==> config.mk <==
export PLATFORM = sky130hd
export DESIGN_NAME = ee_cmd_shifter
export DESIGN_NICKNAME = d
export VERILOG_FILES = /design/src/rtl/ee_shift_pkg.sv /design/src/rtl/ee_phase_timer.sv /design/src/rtl/ee_seq.sv /design/src/rtl/ee_shift_reg.sv /design/src/rtl/ee_cmd_shifter.sv
export SDC_FILE = /design/constraint.sdc
export NUM_CORES = 1
export LEC_CHECK = 0
export ABC_AREA = 1
export BUFFER_PORTS_ARGS = -buffer_cell sky130_fd_sc_hd__clkbuf_2
export CAP_MARGIN = 20
export CORE_ASPECT_RATIO = 0.5
export CORE_MARGIN = 2
export CORE_UTILIZATION = 53
export DETAILED_ROUTE_END_ITERATION = 6
export GPL_ROUTABILITY_DRIVEN = 0
export PLACE_DENSITY = 0.87
export SYNTH_ARGS = -nofsm -noshare
export SYNTH_HDL_FRONTEND = slang
export SYNTH_HIERARCHICAL = 1
export SYNTH_SLANG_ARGS = --single-unit
==> constraint.sdc <==
create_clock -name clk -period 2.2 [get_ports clk]
set_clock_uncertainty 0.05 [all_clocks]
set_input_delay 0.33 -clock clk [delete_from_list [all_inputs] [get_ports clk]]
set_output_delay 0.33 -clock clk [all_outputs]
set_load 0.01 [all_outputs]
==> src/rtl/ee_shift_pkg.sv <==
package ee_shift_pkg;

    typedef enum logic [2:0] {
        ST_IDLE    = 3'd0,
        ST_OPEN_LO = 3'd1,
        ST_OPEN_HI = 3'd2,
        ST_BIT_LO  = 3'd3,
        ST_BIT_HI  = 3'd4,
        ST_CLOSE   = 3'd5
    } ee_state_e;

    typedef struct packed {
        logic cs;
        logic sk;
        logic di;
    } ee_pins_t;

    // Pin levels for a sequencer state and the command bit being sent.
    function automatic ee_pins_t pins_for(ee_state_e s, logic bitv);
        ee_pins_t p;
        p.cs = (s != ST_IDLE);
        p.sk = (s == ST_OPEN_HI) || (s == ST_BIT_HI);
        p.di = ((s == ST_BIT_LO) || (s == ST_BIT_HI)) && bitv;
        return p;
    endfunction

endpackage

==> src/rtl/ee_phase_timer.sv <==
module ee_phase_timer #(
    parameter int PHASE_CYC = 4
) (
    input  logic clk,
    input  logic rst,
    input  logic active,
    output logic last
);
    generate
        if (PHASE_CYC <= 1) begin : g_single
            assign last = active;
        end else begin : g_count
            localparam int CNT_W = $clog2(PHASE_CYC);
            localparam logic [CNT_W-1:0] CNT_MAX = CNT_W'(PHASE_CYC - 1);
            logic [CNT_W-1:0] cnt;

            assign last = active && (cnt == CNT_MAX);

            always_ff @(posedge clk) begin
                if (rst || !active || last) begin
                    cnt <= '0;
                end else begin
                    cnt <= cnt + 1'b1;
                end
            end
        end
    endgenerate
endmodule

==> src/rtl/ee_seq.sv <==
module ee_seq
    import ee_shift_pkg::*;
#(
    parameter int LEN_W = 5
) (
    input  logic             clk,
    input  logic             rst,
    input  logic             start,
    input  logic [LEN_W-1:0] cmd_len,
    input  logic             phase_last,
    output ee_state_e        state,
    output logic [LEN_W-1:0] idx,
    output logic             accept,
    output logic             sample_en,
    output logic             done
);
    ee_state_e state_n;

    assign accept    = start && (state == ST_IDLE);
    assign sample_en = (state == ST_BIT_HI) && phase_last;

    always_comb begin
        state_n = state;
        unique case (state)
            ST_IDLE:    if (accept)     state_n = ST_OPEN_LO;
            ST_OPEN_LO: if (phase_last) state_n = ST_OPEN_HI;
            ST_OPEN_HI: if (phase_last) state_n = ST_BIT_LO;
            ST_BIT_LO:  if (phase_last) state_n = ST_BIT_HI;
            ST_BIT_HI:  if (phase_last) state_n = (idx == '0) ? ST_CLOSE : ST_BIT_LO;
            ST_CLOSE:   if (phase_last) state_n = ST_IDLE;
            default:                    state_n = ST_IDLE;
        endcase
    end

    always_ff @(posedge clk) begin
        if (rst) begin
            state <= ST_IDLE;
            idx   <= '0;
            done  <= 1'b0;
        end else begin
            state <= state_n;
            done  <= (state == ST_CLOSE) && phase_last;
            if (accept) begin
                idx <= cmd_len;
            end else if (sample_en && (idx != '0)) begin
                idx <= idx - 1'b1;
            end
        end
    end
endmodule

==> src/rtl/ee_shift_reg.sv <==
module ee_shift_reg #(
    parameter int CMD_W = 32,
    parameter int LEN_W = 5
) (
    input  logic             clk,
    input  logic             rst,
    input  logic             accept,
    input  logic [CMD_W-1:0] cmd,
    input  logic [LEN_W-1:0] idx,
    input  logic             sample_en,
    input  logic             ee_do,
    output logic             cur_bit,
    output logic [CMD_W-1:0] result
);
    logic [CMD_W-1:0] cmd_q;

    assign cur_bit = cmd_q[idx];

    always_ff @(posedge clk) begin
        if (rst) begin
            cmd_q  <= '0;
            result <= '0;
        end else if (accept) begin
            cmd_q  <= cmd;
            result <= '0;
        end else if (sample_en) begin
            result <= {result[CMD_W-2:0], ee_do};
        end
    end
endmodule

==> src/rtl/ee_cmd_shifter.sv <==
module ee_cmd_shifter
    import ee_shift_pkg::*;
#(
    parameter int CMD_W     = 32,
    parameter int PHASE_CYC = 4,
    localparam int LEN_W    = (CMD_W > 1) ? $clog2(CMD_W) : 1
) (
    input  logic             clk,
    input  logic             rst,
    input  logic             start,
    input  logic [CMD_W-1:0] cmd,
    input  logic [LEN_W-1:0] cmd_len,
    output logic             busy,
    output logic             done,
    output logic [CMD_W-1:0] result,
    output logic             ee_sk,
    output logic             ee_cs,
    output logic             ee_di,
    input  logic             ee_do
);
    ee_state_e        state;
    logic [LEN_W-1:0] idx;
    logic             accept;
    logic             sample_en;
    logic             phase_last;
    logic             cur_bit;
    ee_pins_t         pins;

    ee_phase_timer #(.PHASE_CYC(PHASE_CYC)) u_timer (
        .clk    (clk),
        .rst    (rst),
        .active (state != ST_IDLE),
        .last   (phase_last)
    );

    ee_seq #(.LEN_W(LEN_W)) u_seq (
        .clk        (clk),
        .rst        (rst),
        .start      (start),
        .cmd_len    (cmd_len),
        .phase_last (phase_last),
        .state      (state),
        .idx        (idx),
        .accept     (accept),
        .sample_en  (sample_en),
        .done       (done)
    );

    ee_shift_reg #(.CMD_W(CMD_W), .LEN_W(LEN_W)) u_shift (
        .clk       (clk),
        .rst       (rst),
        .accept    (accept),
        .cmd       (cmd),
        .idx       (idx),
        .sample_en (sample_en),
        .ee_do     (ee_do),
        .cur_bit   (cur_bit),
        .result    (result)
    );

    assign pins  = pins_for(state, cur_bit);
    assign ee_cs = pins.cs;
    assign ee_sk = pins.sk;
    assign ee_di = pins.di;
    assign busy  = (state != ST_IDLE);
endmodule

### Word level (Yosys, flattened, before mapping)

Cells that the tools add are included.

* bits in registers: 75
* logic and storage cells: 51

* $add $sub $neg: 2
* $lt $le $gt $ge: 1
* equal/unequal tests: 12
* mux-type cells: 12
* reduce and logical (&&, ||, !) cells: 18

Operators with widths (number)
* 3-bit 2-to-1 mux: 7
* 3-bit case mux with 6 select lines: 1
* 5-bit 2-to-1 mux: 2
* 2-bit by 1-bit != test with 1-bit output, second input constant: 5
* 3-bit by 2-bit == test with 1-bit output, second input constant: 2
* 3-bit == test, second input constant: 2
* 1-bit logical AND: 6
* 5-bit by 6-bit < comparator with 1-bit output, second input constant: 1
* 6-bit AND reduction: 1
* 1-bit binary-select mux with 5-bit select: 1
* 5-bit zero test: 1
* 5-bit nonzero test: 1
* 5-bit by 1-bit subtractor with 5-bit output, second input constant: 1
* 1-bit logical OR: 4
* 3-bit by 1-bit == test with 1-bit output, second input constant: 1
* 3-bit zero test: 1
* 3-bit nonzero test: 1
* 2-bit by 1-bit adder with 2-bit output, second input constant: 1
* 2-bit == test, second input constant: 1
* 2-bit != test, second input constant: 1
* 2-bit nonzero test: 1
* 2-bit OR reduction: 1
* 1-bit zero test: 1
* 1-bit 2-to-1 mux: 1

### Logic depth before layout (Yosys ltp)

* depth after elaboration: 6
* mapped depth: 13

### By module

Netlist, hierarchy kept.

By module, submodules not included
* ee_shift_reg: instances 1, cells an instance 354, area each 2563.7 µm², sequential area each 1281.2 µm²
* ee_seq: instances 1, cells an instance 101, area each 608.1 µm², sequential area each 180.2 µm²
* ee_phase_timer: instances 1, cells an instance 11, area each 88.8 µm², sequential area each 40.0 µm²
* ee_cmd_shifter: instances 1, cells an instance 12, area each 55.1 µm², sequential area each 0.0 µm²

### Worst setup path before layout

OpenSTA, ideal clock, no wires.

* path kind: reg-to-reg
* start point: register u_seq.state[1]
* end point: register u_shift.result[20]
* library setup time: 70 ps
* data arrival time: 1575 ps
* required time: 2080 ps
* path slack: 506 ps
* stages on the path, launching flop included: 10
* clock period less this slack: 1694 ps
* cells stage by stage: dfxtp_1 -> nor2_2 -> nand2_1 -> nand2_1 -> inv_1 -> nand2_1 -> nor2_4 -> clkbuf_1 -> nand2_1 -> a21oi_1

* cells in the longest elaborated chain, start to end: 3
* elaborated cells on any way between the ends: 7

Ends and longest elaborated chain
* start, declared: line ee_seq.sv:11 `output ee_state_e state,`
* start signal, assigned: line ee_seq.sv:41 `state <= state_n;`
* 3-bit nonzero test
* named net busy: line ee_cmd_shifter.sv:13 `output logic busy,`
* 1-bit logical AND: line ee_phase_timer.sv:17 `assign last = active && (cnt == CNT_MAX);`
* named net phase_last: line ee_cmd_shifter.sv:25 `logic phase_last;`
* 1-bit logical AND: line ee_seq.sv:20 `assign sample_en = (state == ST_BIT_HI) && phase_last;`
* named net sample_en: line ee_cmd_shifter.sv:24 `logic sample_en;`
* end signal, assigned: line ee_shift_reg.sv:27 `result <= {result[CMD_W-2:0], ee_do};`
* end, declared: line ee_shift_reg.sv:13 `output logic [CMD_W-1:0] result`

The timed path passes the listed nets, and every way through them passes these cells.
A chain may end at the register's enable or synchronous reset.

### Worst setup path in the final report

* start point: register u_seq.idx[0]
* end point: output ee_di

* cells in the longest elaborated chain, start to end: 3

Ends and longest elaborated chain
* start, declared: line ee_seq.sv:12 `output logic [LEN_W-1:0] idx,`
* start signal, assigned: line ee_seq.sv:44 `idx <= cmd_len;`
* start signal, assigned: line ee_seq.sv:46 `idx <= idx - 1'b1;`
* 1-bit binary-select mux with 5-bit select: line ee_shift_reg.sv:17 `assign cur_bit = cmd_q[idx];`
* 1-bit 2-to-1 mux (not written as such): line ee_shift_reg.sv:17
* named net cur_bit: line ee_cmd_shifter.sv:26 `logic cur_bit;`
* 1-bit logical AND: line ee_shift_pkg.sv:23 `p.di = ((s == ST_BIT_LO) || (s == ST_BIT_HI)) && bitv;`
* end, declared: line ee_cmd_shifter.sv:18 `output logic ee_di,`

The timed path passes the listed nets, and every way through them passes these cells. The select of a mux whose other input is x is not followed.

==> flow_metrics.env <==
export IMPL_timing_hold_violations_final=0
export IMPL_fin_nets=592
export IMPL_fin_util_pct=68.0
export IMPL_hp_class="in -> reg"
export IMPL_p_leak_nw=1.82
export IMPL_synth_edf_count=0
export IMPL_cts_setup_buffers=0
export IMPL_yosys_top_cells_area="dfxtp_1 45%, nand2_1 22%, a21oi_1 10%"
export IMPL_maxCapViolCount=0
export IMPL_status="complete, no violations"
export IMPL_cts_root_buffer="clkbuf_16"
export IMPL_postSynthAreaPerCell_um2=6.94
export IMPL_drt_total_wl_um=7410
export IMPL_vdd_drop_max_mv=0.752
export IMPL_dieArea_mm2=0.00694
export IMPL_grt_ovfl_total=0
export IMPL_crit_type="reg -> out"
export IMPL_cts_hold_buf=0
export IMPL_drc_errors=0
export IMPL_die_w_um=116
export IMPL_p_per_area_mw_per_mm2=1160
export IMPL_yosysMostFrequentCell="nand2_1"
export IMPL_setup_tns_ps=0
export IMPL_drtIter0Drc=165
export IMPL_cts_resized=0
export IMPL_antenna_found_initial=0
export IMPL_vias=3190
export IMPL_fmax_ghz=0.480
export IMPL_fin_crit_sh_pct=94.7
export IMPL_diodes=0
export IMPL_pin_count=78
export IMPL_synth_nets=521
export IMPL_drtAntennaViolNets=0
export IMPL_power_w=0.00479
export IMPL_rows=20
export IMPL_worst_path_max_fanout=16
export IMPL_setup_violations_final=0
export IMPL_worstSetupStartpointType="flop"
export IMPL_post_drt_wl_per_cell_um=11.5
export IMPL_clkTransAtPathRegs_ps=50
export IMPL_synth_top_area_share_pct=45.3
export IMPL_drive_gt1_share_pct=23.1
export IMPL_dp_hpwl_um=4970
export IMPL_grt_max_degree=33
export IMPL_ys_seq_elements=75
export IMPL_synth_common_cells="194 x nand2_1, 75 x dfxtp_1, 68 x a21oi_1, 35 x nand3_1, 25 x inv_1"
export IMPL_fill_cells=551
export IMPL_slew_headroom_pct=65.9
export IMPL_cts_sinks=75
export IMPL_initial_core_util_pct=54.8
export IMPL_clock_latency_ps=340
export IMPL_yosys_area_top_type="dfxtp_1"
export IMPL_cts_path_max_buffers=2
export IMPL_tightest_slew_ps=510
export IMPL_viasPerCell=4.97
export IMPL_ff_latch_area_mm2=0.00150
export IMPL_syn2layout_area_growth_pct=24.2
export IMPL_core_mm2=0.00606
export IMPL_cp_required_ps=1820
export IMPL_fp_dieH_um=59.9
export IMPL_dp_slack_ps=370
export IMPL_htreeDepth=3
export IMPL_firstDrtPassIters=4
export IMPL_ys_warn_count=6
export IMPL_synthArstFlopShare_pct=0
export IMPL_synth_seq_area_share_pct=45.3
export IMPL_dominantRegCellSynth="dfxtp_1"
export IMPL_ys_types=26
export IMPL_io_buffers=77
export IMPL_crit_arrival_ps=1700
export IMPL_worst_slack_ps=118
export IMPL_cp_end_kind="primary output"
export IMPL_grt_pass1_wl_um=11900
export IMPL_syn_instance_count=478
export IMPL_drv_slew=0
export IMPL_syn_cell_area_mm2=0.00332
export IMPL_cts_buffers=9
export IMPL_fin_crit_ps=2080
export IMPL_cts_tree="yes"
export IMPL_grt_pass1_vias=2743
export IMPL_multi_input_area_mm2=0.00153
export IMPL_track_usage_pct=22.2
## cell type report
class	instances	area share (%)
clock inverters	4	2.31
well taps	88	2.67
repair buffers	85	11.5
multi-input cells	345	37.1
inverters	33	3.37
flip-flops and latches	75	36.5
clock buffers	12	6.47
## final timing paths
kind                                                         from                           endpoint  slack (ps)  cells after the start
worst max register to register        u_seq/state[1]$_SDFFE_PP0P_     u_shift/result[8]$_SDFFE_PP0P_         390                      9
worst min-delay path                                      cmd[21]     u_shift/cmd_q[21]$_SDFFE_PP0P_         170                      3
worst min register to register  u_timer/g_count.cnt[0]$_SDFF_PP0_  u_timer/g_count.cnt[0]$_SDFF_PP0_         370                      1
worst max-delay path                    u_seq/idx[0]$_SDFFE_PP0P_                              ee_di         120                     13
## stage by stage
step / cells / hold slack, ps / cell area [µm²]
detailed placement: 625 / 375 / 3710
floorplan: 478 / 346 / 3320
global route: 642 / 174 / 4120
finish: 642 / 174 / 4120
global placement: 625 / 355 / 3710
CTS: 641 / 167 / 4070
## power by group
part / switching [W] / leakage (nW) / internal (W)
clock: 0.000544 / 0.179 / 0.00120
sequential: 0.000162 / 0.611 / 0.00153
combinational: 0.000851 / 1.03 / 0.000506
## critical path: stages (launching register included)
cell and delay [ps]:
dfxtp_2 340, buf_12 150, clkinv_8 80, nand2_1 50, nand3_1 60, nand3_1 80, nand2_1 90, nand2_1 50
nand2_1 60, nand2_1 50, nand2_2 90, nand2_1 60, nor2_1 80, buf_2 130
## routing by layer
metal	share of wire, %	GRT usage, %	up-vias	routed length (µm)
li1	-	-	1662	-
met1	46	26.7	1452	3400
met2	48	36.8	67	3540
met3	5.1	7.91	9	380
met4	1.2	9.69	0	91
met5	0	0	-	0
## registers in the layout, summed over array words and instances (netlist names)
register             cells
u_shift/cmd_q           32
u_shift/result          32
u_seq/idx                5
u_seq/state              3
u_timer/g_count.cnt      2
u_seq/done               1
## cells by family after synthesis
group / after synthesis / share of synthesized area [%]
AND/OR/NAND/NOR: 266 / 33.4
flip-flops: 75 / 45.3
adder cells (fa/ha/maj): 2 / 0.755
AO/OA/AOI/OAI: 77 / 11.8
buffers and inverters: 58 / 8.68
## layout by cell type (no fill, tap or decap), drive strengths merged
cell    netlist  routed
clkinv        0       2
buf          18       8
and3          1       1
bufinv        0       3
nand3        38      38
o21ai         8       8
dfxtp        75      75
nor4          1       1
clkbuf        7      89
nor2         26      26
a21oi        69      69
nand2       200     200
inv          33      32
ha            2       2
No activity file was read; power rests on OpenSTA's default activity.
